### config.mk
export PLATFORM = sky130hd
export DESIGN_NAME = cmdq_bank_tracker
export DESIGN_NICKNAME = d
export VERILOG_FILES = /design/src/rtl/cmdq_pkg.sv /design/src/rtl/cmdq_fifo.sv /design/src/rtl/cmdq_addr_split.sv /design/src/rtl/cmdq_row_table.sv /design/src/rtl/cmdq_bank_tracker.sv
export SDC_FILE = /design/constraint.sdc
export NUM_CORES = 1
export LEC_CHECK = 0
export BUFFER_PORTS_ARGS = -buffer_cell sky130_fd_sc_hd__buf_2
export CAP_MARGIN = 20
export CORE_AREA = 2 2 113 115
export CTS_BUF_LIST = sky130_fd_sc_hd__clkbuf_8
export DETAILED_ROUTE_END_ITERATION = 12
export DIE_AREA = 0 0 115 117
export PLACE_DENSITY = 0.54
export SLEW_MARGIN = 20
export SYNTH_ARGS = -nofsm -noshare
export SYNTH_HDL_FRONTEND = slang
export SYNTH_SLANG_ARGS = --single-unit
### constraint.sdc
create_clock -name clk -period 2.6 [get_ports clk]
set_input_delay 0.78 -clock clk [delete_from_list [all_inputs] [get_ports clk]]
set_output_delay 0.78 -clock clk [all_outputs]
set_load 0.005 [all_outputs]
### src/rtl/cmdq_pkg.sv
package cmdq_pkg;
  typedef enum logic [1:0] {
    CLS_HIT  = 2'b00,
    CLS_IDLE = 2'b01,
    CLS_MISS = 2'b10
  } row_class_e;

  localparam logic [1:0] CODE_READ  = 2'b01;
  localparam logic [1:0] CODE_WRITE = 2'b10;
endpackage

### src/rtl/cmdq_fifo.sv
module cmdq_fifo #(
  parameter int DEPTH = 4,
  parameter int WIDTH = 16
) (
  input  logic             clk,
  input  logic             rst,
  input  logic             push,
  input  logic [WIDTH-1:0] push_data,
  input  logic             pop,
  output logic             full,
  output logic             not_empty,
  output logic [WIDTH-1:0] head_data
);
  localparam int PTR_W = (DEPTH > 1) ? $clog2(DEPTH) : 1;
  localparam int CNT_W = $clog2(DEPTH + 1);
  localparam logic [PTR_W-1:0] LAST = PTR_W'(DEPTH - 1);
  localparam logic [CNT_W-1:0] FULLC = CNT_W'(DEPTH);

  logic [WIDTH-1:0] store [DEPTH];
  logic [PTR_W-1:0] wr_ptr, rd_ptr;
  logic [CNT_W-1:0] count;
  logic do_push, do_pop;

  assign full      = (count == FULLC);
  assign not_empty = (count != '0);
  assign do_push   = push && !full;
  assign do_pop    = pop && not_empty;
  assign head_data = store[rd_ptr];

  always_ff @(posedge clk) begin
    if (rst) begin
      wr_ptr <= '0;
      rd_ptr <= '0;
      count  <= '0;
    end else begin
      if (do_push) begin
        store[wr_ptr] <= push_data;
        wr_ptr <= (wr_ptr == LAST) ? '0 : wr_ptr + 1'b1;
      end
      if (do_pop) rd_ptr <= (rd_ptr == LAST) ? '0 : rd_ptr + 1'b1;
      case ({do_push, do_pop})
        2'b10:   count <= count + 1'b1;
        2'b01:   count <= count - 1'b1;
        default: count <= count;
      endcase
    end
  end

  AST_EMPTY_FILL: assert property (@(posedge clk) disable iff (rst)
    (!not_empty && push) |=> not_empty);
  AST_FULL_STAYS: assert property (@(posedge clk) disable iff (rst)
    (full && !pop) |=> full);
  AST_POP_FREES: assert property (@(posedge clk) disable iff (rst)
    (full && pop) |=> !full);
endmodule

### src/rtl/cmdq_addr_split.sv
module cmdq_addr_split #(
  parameter int COL_W  = 4,
  parameter int BANK_W = 2,
  parameter int ROW_W  = 6,
  parameter int CS_W   = 1
) (
  input  logic [COL_W+BANK_W+ROW_W+CS_W-1:0] addr,
  output logic [COL_W-1:0]  col,
  output logic [BANK_W-1:0] bank,
  output logic [ROW_W-1:0]  row,
  output logic [CS_W-1:0]   cs
);
  localparam int BANK_LO = COL_W;
  localparam int ROW_LO  = COL_W + BANK_W;
  localparam int CS_LO   = COL_W + BANK_W + ROW_W;

  assign col  = addr[COL_W-1:0];
  assign bank = addr[BANK_LO +: BANK_W];
  assign row  = addr[ROW_LO +: ROW_W];
  assign cs   = addr[CS_LO +: CS_W];
endmodule

### src/rtl/cmdq_row_table.sv
module cmdq_row_table
  import cmdq_pkg::*;
#(
  parameter int BANK_W = 2,
  parameter int PAGE_W = 7
) (
  input  logic              clk,
  input  logic              rst,
  input  logic              upd_en,
  input  logic              upd_open,
  input  logic [BANK_W-1:0] upd_bank,
  input  logic [PAGE_W-1:0] upd_page,
  input  logic              pre_all,
  input  logic [BANK_W-1:0] look_bank,
  input  logic [PAGE_W-1:0] look_page,
  output row_class_e        look_class
);
  localparam int NB = 1 << BANK_W;

  logic [NB-1:0] open_q;
  logic [PAGE_W-1:0] page_q [NB];

  for (genvar b = 0; b < NB; b++) begin : g_bank
    always_ff @(posedge clk) begin
      if (rst || pre_all) begin
        open_q[b] <= 1'b0;
      end else if (upd_en && upd_bank == BANK_W'(b)) begin
        open_q[b] <= upd_open;
        if (upd_open) page_q[b] <= upd_page;
      end
    end
  end

  always_comb begin
    if (!open_q[look_bank])                 look_class = CLS_IDLE;
    else if (page_q[look_bank] == look_page) look_class = CLS_HIT;
    else                                     look_class = CLS_MISS;
  end

  AST_PREALL_CLEARS: assert property (@(posedge clk) disable iff (rst)
    pre_all |=> (open_q == '0));
  AST_UPD_RECORDS: assert property (@(posedge clk) disable iff (rst)
    (upd_en && upd_open && !pre_all) |=> open_q[$past(upd_bank)]);
  AST_OTHERS_KEPT: assert property (@(posedge clk) disable iff (rst)
    (upd_en && !pre_all) |=> ($countones(open_q ^ $past(open_q)) <= 1));
  AST_NO_SELF_CLOSE: assert property (@(posedge clk) disable iff (rst)
    (!upd_en && !pre_all) |=> $stable(open_q));
endmodule

### src/rtl/cmdq_bank_tracker.sv
module cmdq_bank_tracker
  import cmdq_pkg::*;
#(
  parameter int DEPTH  = 4,
  parameter int COL_W  = 4,
  parameter int ROW_W  = 6,
  parameter int CS_W   = 1,
  parameter int ADDR_W = COL_W + 2 + ROW_W + CS_W
) (
  input  logic              clk,
  input  logic              rst,
  input  logic              req_valid,
  input  logic [1:0]        req_code,
  input  logic [ADDR_W-1:0] req_addr,
  input  logic [1:0]        req_size,
  output logic              req_busy,
  output logic              head_valid,
  output logic              head_write,
  output logic [1:0]        head_size,
  output logic [3:0]        head_beats,
  output logic [COL_W-1:0]  head_col,
  output logic [1:0]        head_bank,
  output logic [ROW_W-1:0]  head_row,
  output logic [CS_W-1:0]   head_cs,
  output logic [1:0]        head_class,
  input  logic              head_pop,
  input  logic              upd_en,
  input  logic              upd_open,
  input  logic [1:0]        upd_bank,
  input  logic [ROW_W-1:0]  upd_row,
  input  logic [CS_W-1:0]   upd_cs,
  input  logic              pre_all
);
  localparam int BANK_W  = 2;
  localparam int PAGE_W  = CS_W + ROW_W;
  localparam int ENTRY_W = 1 + 2 + ADDR_W;

  logic              code_ok, push;
  logic [ENTRY_W-1:0] head_entry;
  logic [ADDR_W-1:0] head_addr;
  row_class_e        cls;

  assign code_ok = (req_code == CODE_READ) || (req_code == CODE_WRITE);
  assign push    = req_valid && code_ok;

  cmdq_fifo #(.DEPTH(DEPTH), .WIDTH(ENTRY_W)) u_fifo (
    .clk       (clk),
    .rst       (rst),
    .push      (push),
    .push_data ({req_code == CODE_WRITE, req_size, req_addr}),
    .pop       (head_pop),
    .full      (req_busy),
    .not_empty (head_valid),
    .head_data (head_entry)
  );

  assign head_write = head_entry[ENTRY_W-1];
  assign head_size  = head_entry[ADDR_W +: 2];
  assign head_addr  = head_entry[ADDR_W-1:0];
  assign head_beats = {1'b0, head_size, 1'b0} + 4'd2;

  cmdq_addr_split #(.COL_W(COL_W), .BANK_W(BANK_W), .ROW_W(ROW_W), .CS_W(CS_W)) u_split (
    .addr (head_addr),
    .col  (head_col),
    .bank (head_bank),
    .row  (head_row),
    .cs   (head_cs)
  );

  cmdq_row_table #(.BANK_W(BANK_W), .PAGE_W(PAGE_W)) u_table (
    .clk        (clk),
    .rst        (rst),
    .upd_en     (upd_en),
    .upd_open   (upd_open),
    .upd_bank   (upd_bank),
    .upd_page   ({upd_cs, upd_row}),
    .pre_all    (pre_all),
    .look_bank  (head_bank),
    .look_page  ({head_cs, head_row}),
    .look_class (cls)
  );

  assign head_class = cls;

  AST_RESERVED_DROPPED: assert property (@(posedge clk) disable iff (rst)
    (req_valid && !code_ok && !head_valid) |=> !head_valid);
  AST_BUSY_NO_TAKE: assert property (@(posedge clk) disable iff (rst)
    (req_busy && !head_pop) |=> req_busy);
  AST_CLASS_LEGAL: assert property (@(posedge clk) disable iff (rst)
    head_valid |-> (head_class != 2'b11));
endmodule

==> results of run 1 <==
==> worst min-delay path by stage <==
stage / end / cells past startpoint / slack, ns / from
5_1_grt: u_fifo.count[2]$_SDFFE_PP0P_ / 2 / 0.51 / u_fifo.count[2]$_SDFFE_PP0P_
3_5_place_dp: u_fifo.rd_ptr[1]$_SDFFE_PP0N_ / 2 / 0.48 / u_fifo.rd_ptr[1]$_SDFFE_PP0N_
6_report: u_fifo.rd_ptr[1]$_SDFFE_PP0N_ / 2 / 0.49 / u_fifo.rd_ptr[1]$_SDFFE_PP0N_
4_1_cts: u_fifo.rd_ptr[1]$_SDFFE_PP0N_ / 2 / 0.50 / u_fifo.rd_ptr[1]$_SDFFE_PP0N_
2_1_floorplan: flip-flop / 2 / 0.45 / u_fifo.rd_ptr[1]$_SDFFE_PP0N_
3_3_place_gp: u_fifo.rd_ptr[1]$_SDFFE_PP0N_ / 2 / 0.47 / u_fifo.rd_ptr[1]$_SDFFE_PP0N_
==> state kept, by name (all words and copies together) (netlist names), named ones only <==
signal	count
u_fifo.count	3
u_fifo.rd_ptr	2
u_fifo.store	64
u_fifo.wr_ptr	2
u_table.open_q	4
u_table.page_q	28
==> synth_stat cells <==
master,instances
nor4_2,1
mux2i_1,21
mux4_2,16
a21oi_1,9
or3b_2,1
o21ai_0,1
clkbuf_2,1
nor3b_1,3
buf_2,3
and3_1,2
or3_1,2
ha_1,8
a211oi_1,3
inv_1,9
and2_1,4
nor3_1,7
nor2_1,11
conb_1,1
edfxtp_1,92
xor2_1,6
nor2b_1,3
nand3_1,2
mux2_1,1
fa_1,1
clkbuf_1,3
buf_6,2
buf_4,1
xnor2_1,3
nand2_1,5
dfxtp_1,13
a41oi_1,1
==> per-layer routing <==
layer	vias up	GRT usage, %	part of all wire, %
met1	1119	15.3	44
met2	44	20.9	50
met5	-	0	0
met4	0	5.54	1.7
li1	1087	-	-
met3	10	2.63	4.3
==> power by group <==
group	leakage [nW]	switching (mW)	internal, mW
logic	0.894	0.478	0.648
registers	0.937	0.0384	1.90
clock network	0.0849	0.545	0.349
total	1.92	1.06	2.89
==> layout make-up <==
cell class / count / area, sq um / share of cell area, %
Antenna cell: 1 / 2.50 / 0.0474
Sequential cell: 105 / 3030 / 57.4
Clock inverter: 7 / 47.5 / 0.901
Timing Repair Buffer: 90 / 716 / 13.6
Inverter: 9 / 33.8 / 0.640
Tap cell: 150 / 188 / 3.56
Multi-Input combinational cell: 113 / 1140 / 21.6
Clock buffer: 9 / 124 / 2.35
==> metrics by stage <==
stage / std cells / TNS (ns)
2_1_floorplan: 236 / -0.109
3_3_place_gp: 456 / -5.13
3_5_place_dp: 456 / -5.64
4_1_cts: 481 / -3.08
5_1_grt: 483 / -4.77
6_report: 484 / -3.54
==> repair_timing <==
item / in CTS / in global routing
setup buffers: 8 / 4
cloned: 1 / 0
pin swaps: 2 / 1
resized for setup: 23 / 15
endpoints found under the setup margin: 17 / 18
==> cell families (layout without fill, tap and decap cells) <==
| family | count (synthesis) | count (layout) |
|---|---|---|
| simple gates | 41 | 41 |
| flops | 105 | 105 |
| xor+xnor | 9 | 9 |
| fa+ha+maj | 9 | 9 |
| mux | 38 | 39 |
| buf+inv | 19 | 115 |
| other cells | 1 | 2 |
| compound gates | 14 | 14 |
==> critical path: stages (launching register included) <==
cell and delay (ns):
edfxtp_1 0.42, mux4_2 0.58, buf_4 0.17, buf_6 0.11
buf_6 0.11, mux2_4 0.29, a21oi_2 0.12, buf_4 0.14
a41oi_1 0.04, buf_2 0.15
==> impl_metrics.ini, run 1 <==
[power]
leakagePower_nw = 1.92
vdd_drop_max_uv = 316
finalPower_mw = 3.96
power_density_nw_per_um2 = 750

[grt]
grt_pass1_wl_mm = 12.1
grt_max_degree = 18
overflow = 0
antenna_found_initial = 1
grt_pass1_vias = 2301
grt_use_total_pct = 12.3

[detailed_routing]
wl_mm = 7.80
drt_iter0_drc = 108
vias_per_cell = 4.67
drtPass1Iterations = 4
routedWlPerCell_microns = 16.1
vias = 2260
drc = 0
ant_nets = 0

[final_layout]
nets = 370
final_core_util_pct = 42.9
final_cell_mix = 92 x edfxtp_1, 47 x buf_2, 19 x mux2i_1, 18 x buf_6
drive_gt1_share_pct = 40.2
syn_to_final_growth_pct = 25.6
final_common_cell = edfxtp_1
stdcell_area_sq_um = 5280
n_fill_cell = 1139

[sta]
finalMaxSlewViolations = 0
worst_slack_ns = -0.660
fmax_mhz = 307
setup_violations = 14
hold_violations = 0
final.min_clock_period_ns = 3.26
post-route-period-util_pct = 125
hold_ws_ns = 0.492
fin_skew_ns = 0.00761
rsz0062_at_grt = true

[floorplanning]
die-area_sq_um = 13500
die_h_microns = 117
pin_count = 57
coreArea_sq_um = 12300
rows = 41
start_util_pct = 34.1
die_w_microns = 115

[cts]
root_buffer = clkbuf_8
clock-sinks = 105
clk_latency_ns = 0.35
htreeDepth = 3
cts_made_buffers = 9
cts.path.max_buffers = 2
cts.clk_slew.worst_paths_ns = 0.09
cts_hold_buffers = 0
cts_tree = done

[critical_path]
worstRegToRegCells = 9
startpoint = u_fifo.store[3][5]$_DFFE_PP_
cp-end-kind = primary output
path_max_fanout = 5
critPathLaunchType = flip-flop
setup.worst_path.end = head_class[1]
r2r_end = u_fifo.count[2]$_SDFFE_PP0P_
required_ns = 1.82
r2r_start = u_fifo.count[0]$_SDFFE_PP0P_
crit_type = reg -> out
worstPathArrival_ns = 2.48
r2r_setup_slack_ns = 0.42

[synthesis]
ys_ff_latch = 105
synth_xor_area_share_pct = 1.88
synth_area_per_cell_sq_um = 17.8
syn_area_sq_um = 4200
postSynthCellCount = 236
synthSimpleGateAreaFrac_pct = 5.18
ys_seq_area_share_pct = 71.9
yosysWarnings = 0
synth_top_area_cell = edfxtp_1
syn_nets = 278
synth_top_family_by_area = multiplexers
synth_cell_types = 31
netlist.area_leader.share_pct = 65.8
synthMuxAreaShare_pct = 13.8
synthTopCellsByArea = edfxtp_1 66%, mux4_2 8.6%, dfxtp_1 6.2%
synth-compound-area-share_pct = 1.94
synth_fa_ha_area_share_pct = 2.86

[placement]
place_area_sq_um = 4850
gp_congestion = 0.710
io_buffers = 55
dp_hpwl_mm = 5.21
place_ws_ns = -0.307

[flow_run]
drv_cap = 0

[hold_path]
min_path_type = reg -> reg

[run_status]
failed_checks = setup timing
status = complete, but fails checks
No activity file was read; power rests on OpenSTA's default activity.
==> inputs of run 2 (changes only) <==
--- a/config.mk
+++ b/config.mk
@@ -11,6 +11,7 @@
 export CTS_BUF_LIST = sky130_fd_sc_hd__clkbuf_8
 export DETAILED_ROUTE_END_ITERATION = 12
 export DIE_AREA = 0 0 115 117
+export GPL_TIMING_DRIVEN = 0
 export PLACE_DENSITY = 0.54
 export SLEW_MARGIN = 20
 export SYNTH_ARGS = -nofsm -noshare
==> run 2 against run 1 <==
Compared with the run above: the run still ends with setup timing left; critical endpoint unchanged; highest routed layer unchanged; global-route usage decreased by 0.28 points; die area unchanged; cell count down 2.7%; via count shrank 2.2%; non-clock buffer count down 10; clock skew fell by 0.0011 ns; design area is 2.0% lower; clock power increased by 30%.
==> impl_metrics.ini, run 2 (synthesis gave the netlist of run 1 again) <==
[run_status]
status = complete, but fails checks
failed_checks = setup timing

[power]
p_sw_share_pct = 25.1
internal_power_mw = 3.12
p_seq_share_pct = 46.2
vdd_drop_max_uv = 351
power_density_nw_per_um2 = 805
share_comb_of_total_power_pct = 26.0
pwr-share-clk_pct = 27.8
switchingPower_mw = 1.04
leakagePower_nw = 1.88

[final_layout]
final_cell_mix = 92 x edfxtp_1, 54 x buf_2, 21 x mux2i_1, 16 x mux4_2, 12 x dfxtp_1
drive_gt1_share_pct = 38.0
top_register = u_fifo.store
final_core_util_pct = 42.0
reg_top3 = u_fifo.store: 64 flops, u_table.page_q: 28 flops, u_table.open_q: 4 flops
n_fill_cell = 1144
final_common_cell = edfxtp_1
stdcell_area_sq_um = 5170
nets = 359
num_antenna_cells = 0
largest_register_ffs = 64
syn_to_final_growth_pct = 23.1

[sta]
post-route-period-util_pct = 130
maxSlewHeadroom_pct = 51.2
setup_violations = 13
tightest_slew_ns = 0.729
hold_violations = 0
finalMaxSlewViolations = 0
setup_tns_ns = -2.75
final.min_clock_period_ns = 3.39
worst_slack_ns = -0.788
rsz0062_at_grt = true
fmax_mhz = 295
fin_skew_ns = 0.00649

[detailed_routing]
vias = 2211
ant_nets = 0
drc = 0
drt_iter0_drc = 111
drtPass1Iterations = 4
wl_mm = 7.84
routedWlPerCell_microns = 16.6
vias_per_cell = 4.69

[placement]
gp_congestion = 0.699
io_buffers = 55
place_ws_ns = -0.472
dp_hpwl_mm = 5.05
place_area_sq_um = 4690

[critical_path]
path_max_fanout = 4
worstPathArrival_ns = 2.61
cp_cell_sequence = buf_6 -> mux4_2 -> buf_12 -> clkbuf_16 -> mux2i_1 -> mux2i_1 -> xor2_1 -> nor4_2 -> a41oi_1 -> buf_2
cpMostUsedCell = mux2i_1
crit_type = reg -> out
cp_slowest_stage_delay_ns = 0.56
critPathLaunchType = flip-flop
cp-end-kind = primary output
required_ns = 1.82
r2r_setup_slack_ns = 0.34
worstRegToRegCells = 9
slowest_stage = mux4_2

[grt]
grt_pass1_vias = 2300
grt_use_total_pct = 12.1
antenna_found_initial = 0
grt_pass1_wl_mm = 12.0
grt_max_degree = 17
overflow = 0

[floorplanning]
pin_count = 57
coreArea_sq_um = 12300
die_h_microns = 117
die_w_microns = 115
start_util_pct = 34.1
rows = 41
die-area_sq_um = 13500

[cts]
cts.path.max_buffers = 2
clock-sinks = 105
cts.clk_slew.worst_paths_ns = 0.09
cts_tree = done
cts_hold_buffers = 0
root_buffer = clkbuf_8
clk_latency_ns = 0.35
htreeDepth = 3
cts_made_buffers = 9

[hold_path]
hold_depth = 2
min_path_type = reg -> reg

[flow_run]
drv_cap = 0
[run 2: cell count changes in the layout (fill, tap and decap cells not counted), moves of 3 or more]
cell	change
buf_2	+7
buf_6	-13
bufinv_16	+3
buf_4	-7
[run 2: critical path: cells and delay by family (launching register included)]
kind	cells	cell delay [ns]
mux	3	0.78
buf+inv	4	0.55
flops	1	0.33
simple gates	1	0.29
xor+xnor	1	0.16
compound gates	1	0.15
[run 2: path summary, 6_finish.rpt]
path,to,start
min reg2reg,u_fifo.rd_ptr[1]$_SDFFE_PP0N_,u_fifo.rd_ptr[1]$_SDFFE_PP0N_
max reg2reg,u_fifo.count[2]$_SDFFE_PP0P_,u_fifo.count[0]$_SDFFE_PP0P_
max,head_class[1],flip-flop
min,u_fifo.rd_ptr[1]$_SDFFE_PP0N_,u_fifo.rd_ptr[1]$_SDFFE_PP0N_
[run 2: metal layers]
| metal | GRT usage, % | up-vias | wire [microns] |
|---|---|---|---|
| li1 | - | 1060 | - |
| met1 | 15.6 | 1097 | 3480 |
| met2 | 20.0 | 43 | 3910 |
| met3 | 2.42 | 11 | 334 |
| met4 | 5.06 | 0 | 118 |
| met5 | 0 | - | 0 |
[run 2: area by class of cell]
type                    count  area, sq um  area share (%)
repair buffers             71          472            9.12
plain buffers               9         96.3            1.86
inverters                   9         33.8           0.653
flip-flops and latches    105         3020            58.5
clock inverters             6          109            2.10
clock buffers               9          124            2.39
multi-input cells         112         1130            21.8
well taps                 150          188            3.63
[run 2: what timing repair did]
item	CTS	global route
pin swaps	2	5
hold endpoints to repair	0	0
setup buffers	8	8
cloned	0	1
gates resized for setup	16	8
endpoints found under the setup margin	16	33
[run 2: per-stage QoR]
stage               std cells  power (mW)  hold WS (ns)
detailed placement        442        2.82         0.479
finish                    471        4.16         0.487
floorplan                 236        2.54         0.454
global route              471        4.37         0.529
CTS                       465        4.11         0.492
global placement          441        2.80         0.465
[run 2: power groups by stage]
stage | combinational [mW] | clock, mW | sequential [mW]
after floorplan | 0.582 | 0 | 1.96
after global placement | 0.840 | 0 | 1.96
after global routing | 1.18 | 1.26 | 1.93
after detailed placement | 0.853 | 0 | 1.96
after CTS | 0.994 | 1.19 | 1.92
final | 1.08 | 1.16 | 1.92
==> inputs of run 3 (changes only) <==
--- a/config.mk
+++ b/config.mk
@@ -7,10 +7,10 @@
 export LEC_CHECK = 0
 export BUFFER_PORTS_ARGS = -buffer_cell sky130_fd_sc_hd__buf_2
 export CAP_MARGIN = 20
-export CORE_AREA = 2 2 113 115
+export CORE_AREA = 2 2 108 120
 export CTS_BUF_LIST = sky130_fd_sc_hd__clkbuf_8
 export DETAILED_ROUTE_END_ITERATION = 12
-export DIE_AREA = 0 0 115 117
+export DIE_AREA = 0 0 110 122
 export GPL_TIMING_DRIVEN = 0
 export PLACE_DENSITY = 0.54
 export SLEW_MARGIN = 20
==> run 3 against run 2 <==
Compared with the run above: the run still ends with setup timing left; first-iteration DRC count down 3.6%; non-clock buffer count fell by 8; sequential power barely moved; power is 10% lower; flip-flop and latch count unchanged; combinational power down 14%; critical path type unchanged.
==> impl_metrics.ini, run 3 (synthesis gave the netlist of run 1 again) <==
[floorplanning]
die-area_sq_um = 13400
die_w_microns = 110
start_util_pct = 34.1
coreArea_sq_um = 12300
die_h_microns = 122
rows = 43
pin_count = 57

[cts]
cts_tree = done
cts.path.max_buffers = 2
cts_hold_buffers = 0
cts_made_buffers = 9
clk_latency_ns = 0.36
root_buffer = clkbuf_8
clock-sinks = 105
htreeDepth = 3
cts.clk_slew.worst_paths_ns = 0.08

[critical_path]
path_max_fanout = 8
worstPathArrival_ns = 2.58
critPathLaunchType = flip-flop
cp_cell_sequence = mux4_2 -> buf_8 -> mux2i_1 -> mux2i_1 -> xor2_1 -> nor4_2 -> a41oi_2 -> buf_2
required_ns = 1.82
slowest_stage = mux4_2
path_buf_inv = 2
crit_type = reg -> out
cp_slowest_stage_delay_ns = 0.54
cp-end-kind = primary output
cpMostUsedCell = mux2i_1
crit_family = multiplexers

[grt]
overflow = 0
antenna_found_initial = 0
grt_pass1_wl_mm = 12.0
grt_use_total_pct = 12.4
grt_pass1_vias = 2292
grt_max_degree = 17

[power]
power_density_nw_per_um2 = 747
vdd_drop_max_uv = 356
finalPower_mw = 3.73
leakagePower_nw = 1.79

[final_layout]
final_core_util_pct = 40.5
final_cell_mix = 92 x edfxtp_1, 55 x buf_2, 21 x mux2i_1, 16 x mux4_2
reg_top3 = u_fifo.store: 64 flops, u_table.page_q: 28 flops, u_table.open_q: 4 flops
top_register = u_fifo.store
num_antenna_cells = 0
syn_to_final_growth_pct = 18.8
largest_register_ffs = 64
drive_gt1_share_pct = 36.3
stdcell_area_sq_um = 4990
nets = 351
final_common_cell = edfxtp_1

[placement]
dp_hpwl_mm = 5.19
io_buffers = 55
place_ws_ns = -0.495
gp_congestion = 0.717
place_area_sq_um = 4690

[run_status]
failed_checks = setup timing
status = complete, but fails checks

[sta]
post-route-period-util_pct = 129
worst_slack_ns = -0.762
setup_violations = 3
finalMaxSlewViolations = 0
hold_ws_ns = 0.502
final.min_clock_period_ns = 3.36
maxSlewHeadroom_pct = 53.2
rsz0062_at_grt = true
fin_skew_ns = 0.0128
hold_violations = 0
tightest_slew_ns = 0.699
fmax_mhz = 297

[detailed_routing]
ant_nets = 0
wl_mm = 7.65
routedWlPerCell_microns = 16.2
drtPass1Iterations = 4
vias_per_cell = 4.66
drc = 0
vias = 2193
drt_iter0_drc = 107

[flow_run]
drv_cap = 0

[hold_path]
min_path_type = reg -> reg
run 3: cell types whose count changed in the layout (fill, tap and decap cells not counted), moves of 2 or more:
cell | before | now
buf_6 | 5 | 2
bufinv_16 | 3 | 0
buf_12 | 4 | 1
inv_1 | 10 | 12
run 3: cell type report:
cell class | instances | area [sq um]
plain buffers | 7 | 65.1
flip-flops and latches | 105 | 3030
repair buffers | 65 | 369
clock buffers | 9 | 124
inverters | 9 | 33.8
fillers | 1139 | 7330
multi-input cells | 112 | 1130
clock inverters | 7 | 40.0
well taps | 157 | 196
run 3: power by group:
part           total [mW]  switching (mW)  internal, mW  leakage [nW]
Combinational       0.932           0.450         0.482         0.762
Sequential           1.93          0.0369          1.90         0.937
Clock               0.863           0.523         0.340        0.0894
Total                3.73            1.01          2.72          1.79
run 3: final timing paths:
path	from	end	slack (ns)	cells after the start
worst min-delay path	u_fifo.rd_ptr[1]$_SDFFE_PP0N_	u_fifo.rd_ptr[1]$_SDFFE_PP0N_	0.50	2
worst max-delay path	flip-flop	head_class[1]	-0.76	8
worst min register to register	u_fifo.rd_ptr[1]$_SDFFE_PP0N_	u_fifo.rd_ptr[1]$_SDFFE_PP0N_	0.50	2
worst max register to register	u_fifo.count[0]$_SDFFE_PP0P_	u_fifo.count[2]$_SDFFE_PP0P_	0.34	9
run 3: worst register-to-register path: stages, from the launching register on:
cell and delay (ns):
dfxtp_1 0.37, inv_1 0.09, and3_1 0.19, or3b_2 0.51
ha_1 0.26, inv_1 0.07, fa_1 0.17, xor2_1 0.08
or3_1 0.31, a21oi_1 0.14
run 3: metrics by stage:
| stage | TNS [ns] | instances |
|---|---|---|
| floorplan | -0.109 | 236 |
| global placement | -18.17 | 448 |
| detailed placement | -16.36 | 448 |
| CTS | -1.85 | 467 |
| global route | -1.70 | 471 |
| finish | -1.30 | 471 |
run 3: timing repair:
action | CTS | global route
buffers inserted | 4 | 7
pin swaps | 2 | 4
setup endpoints to repair | 16 | 11
gates resized for setup | 6 | 14
hold endpoints to repair | 0 | 0
run 3: metal layers:
metal	wire length, microns	share of wire (%)	global-route usage, %	vias to the layer above
li1	-	-	-	1053
met1	3240	42	15.1	1096
met2	3980	52	20.7	35
met3	263	3.4	2.62	9
met4	160	2.1	6.17	0
met5	0	0	0	-
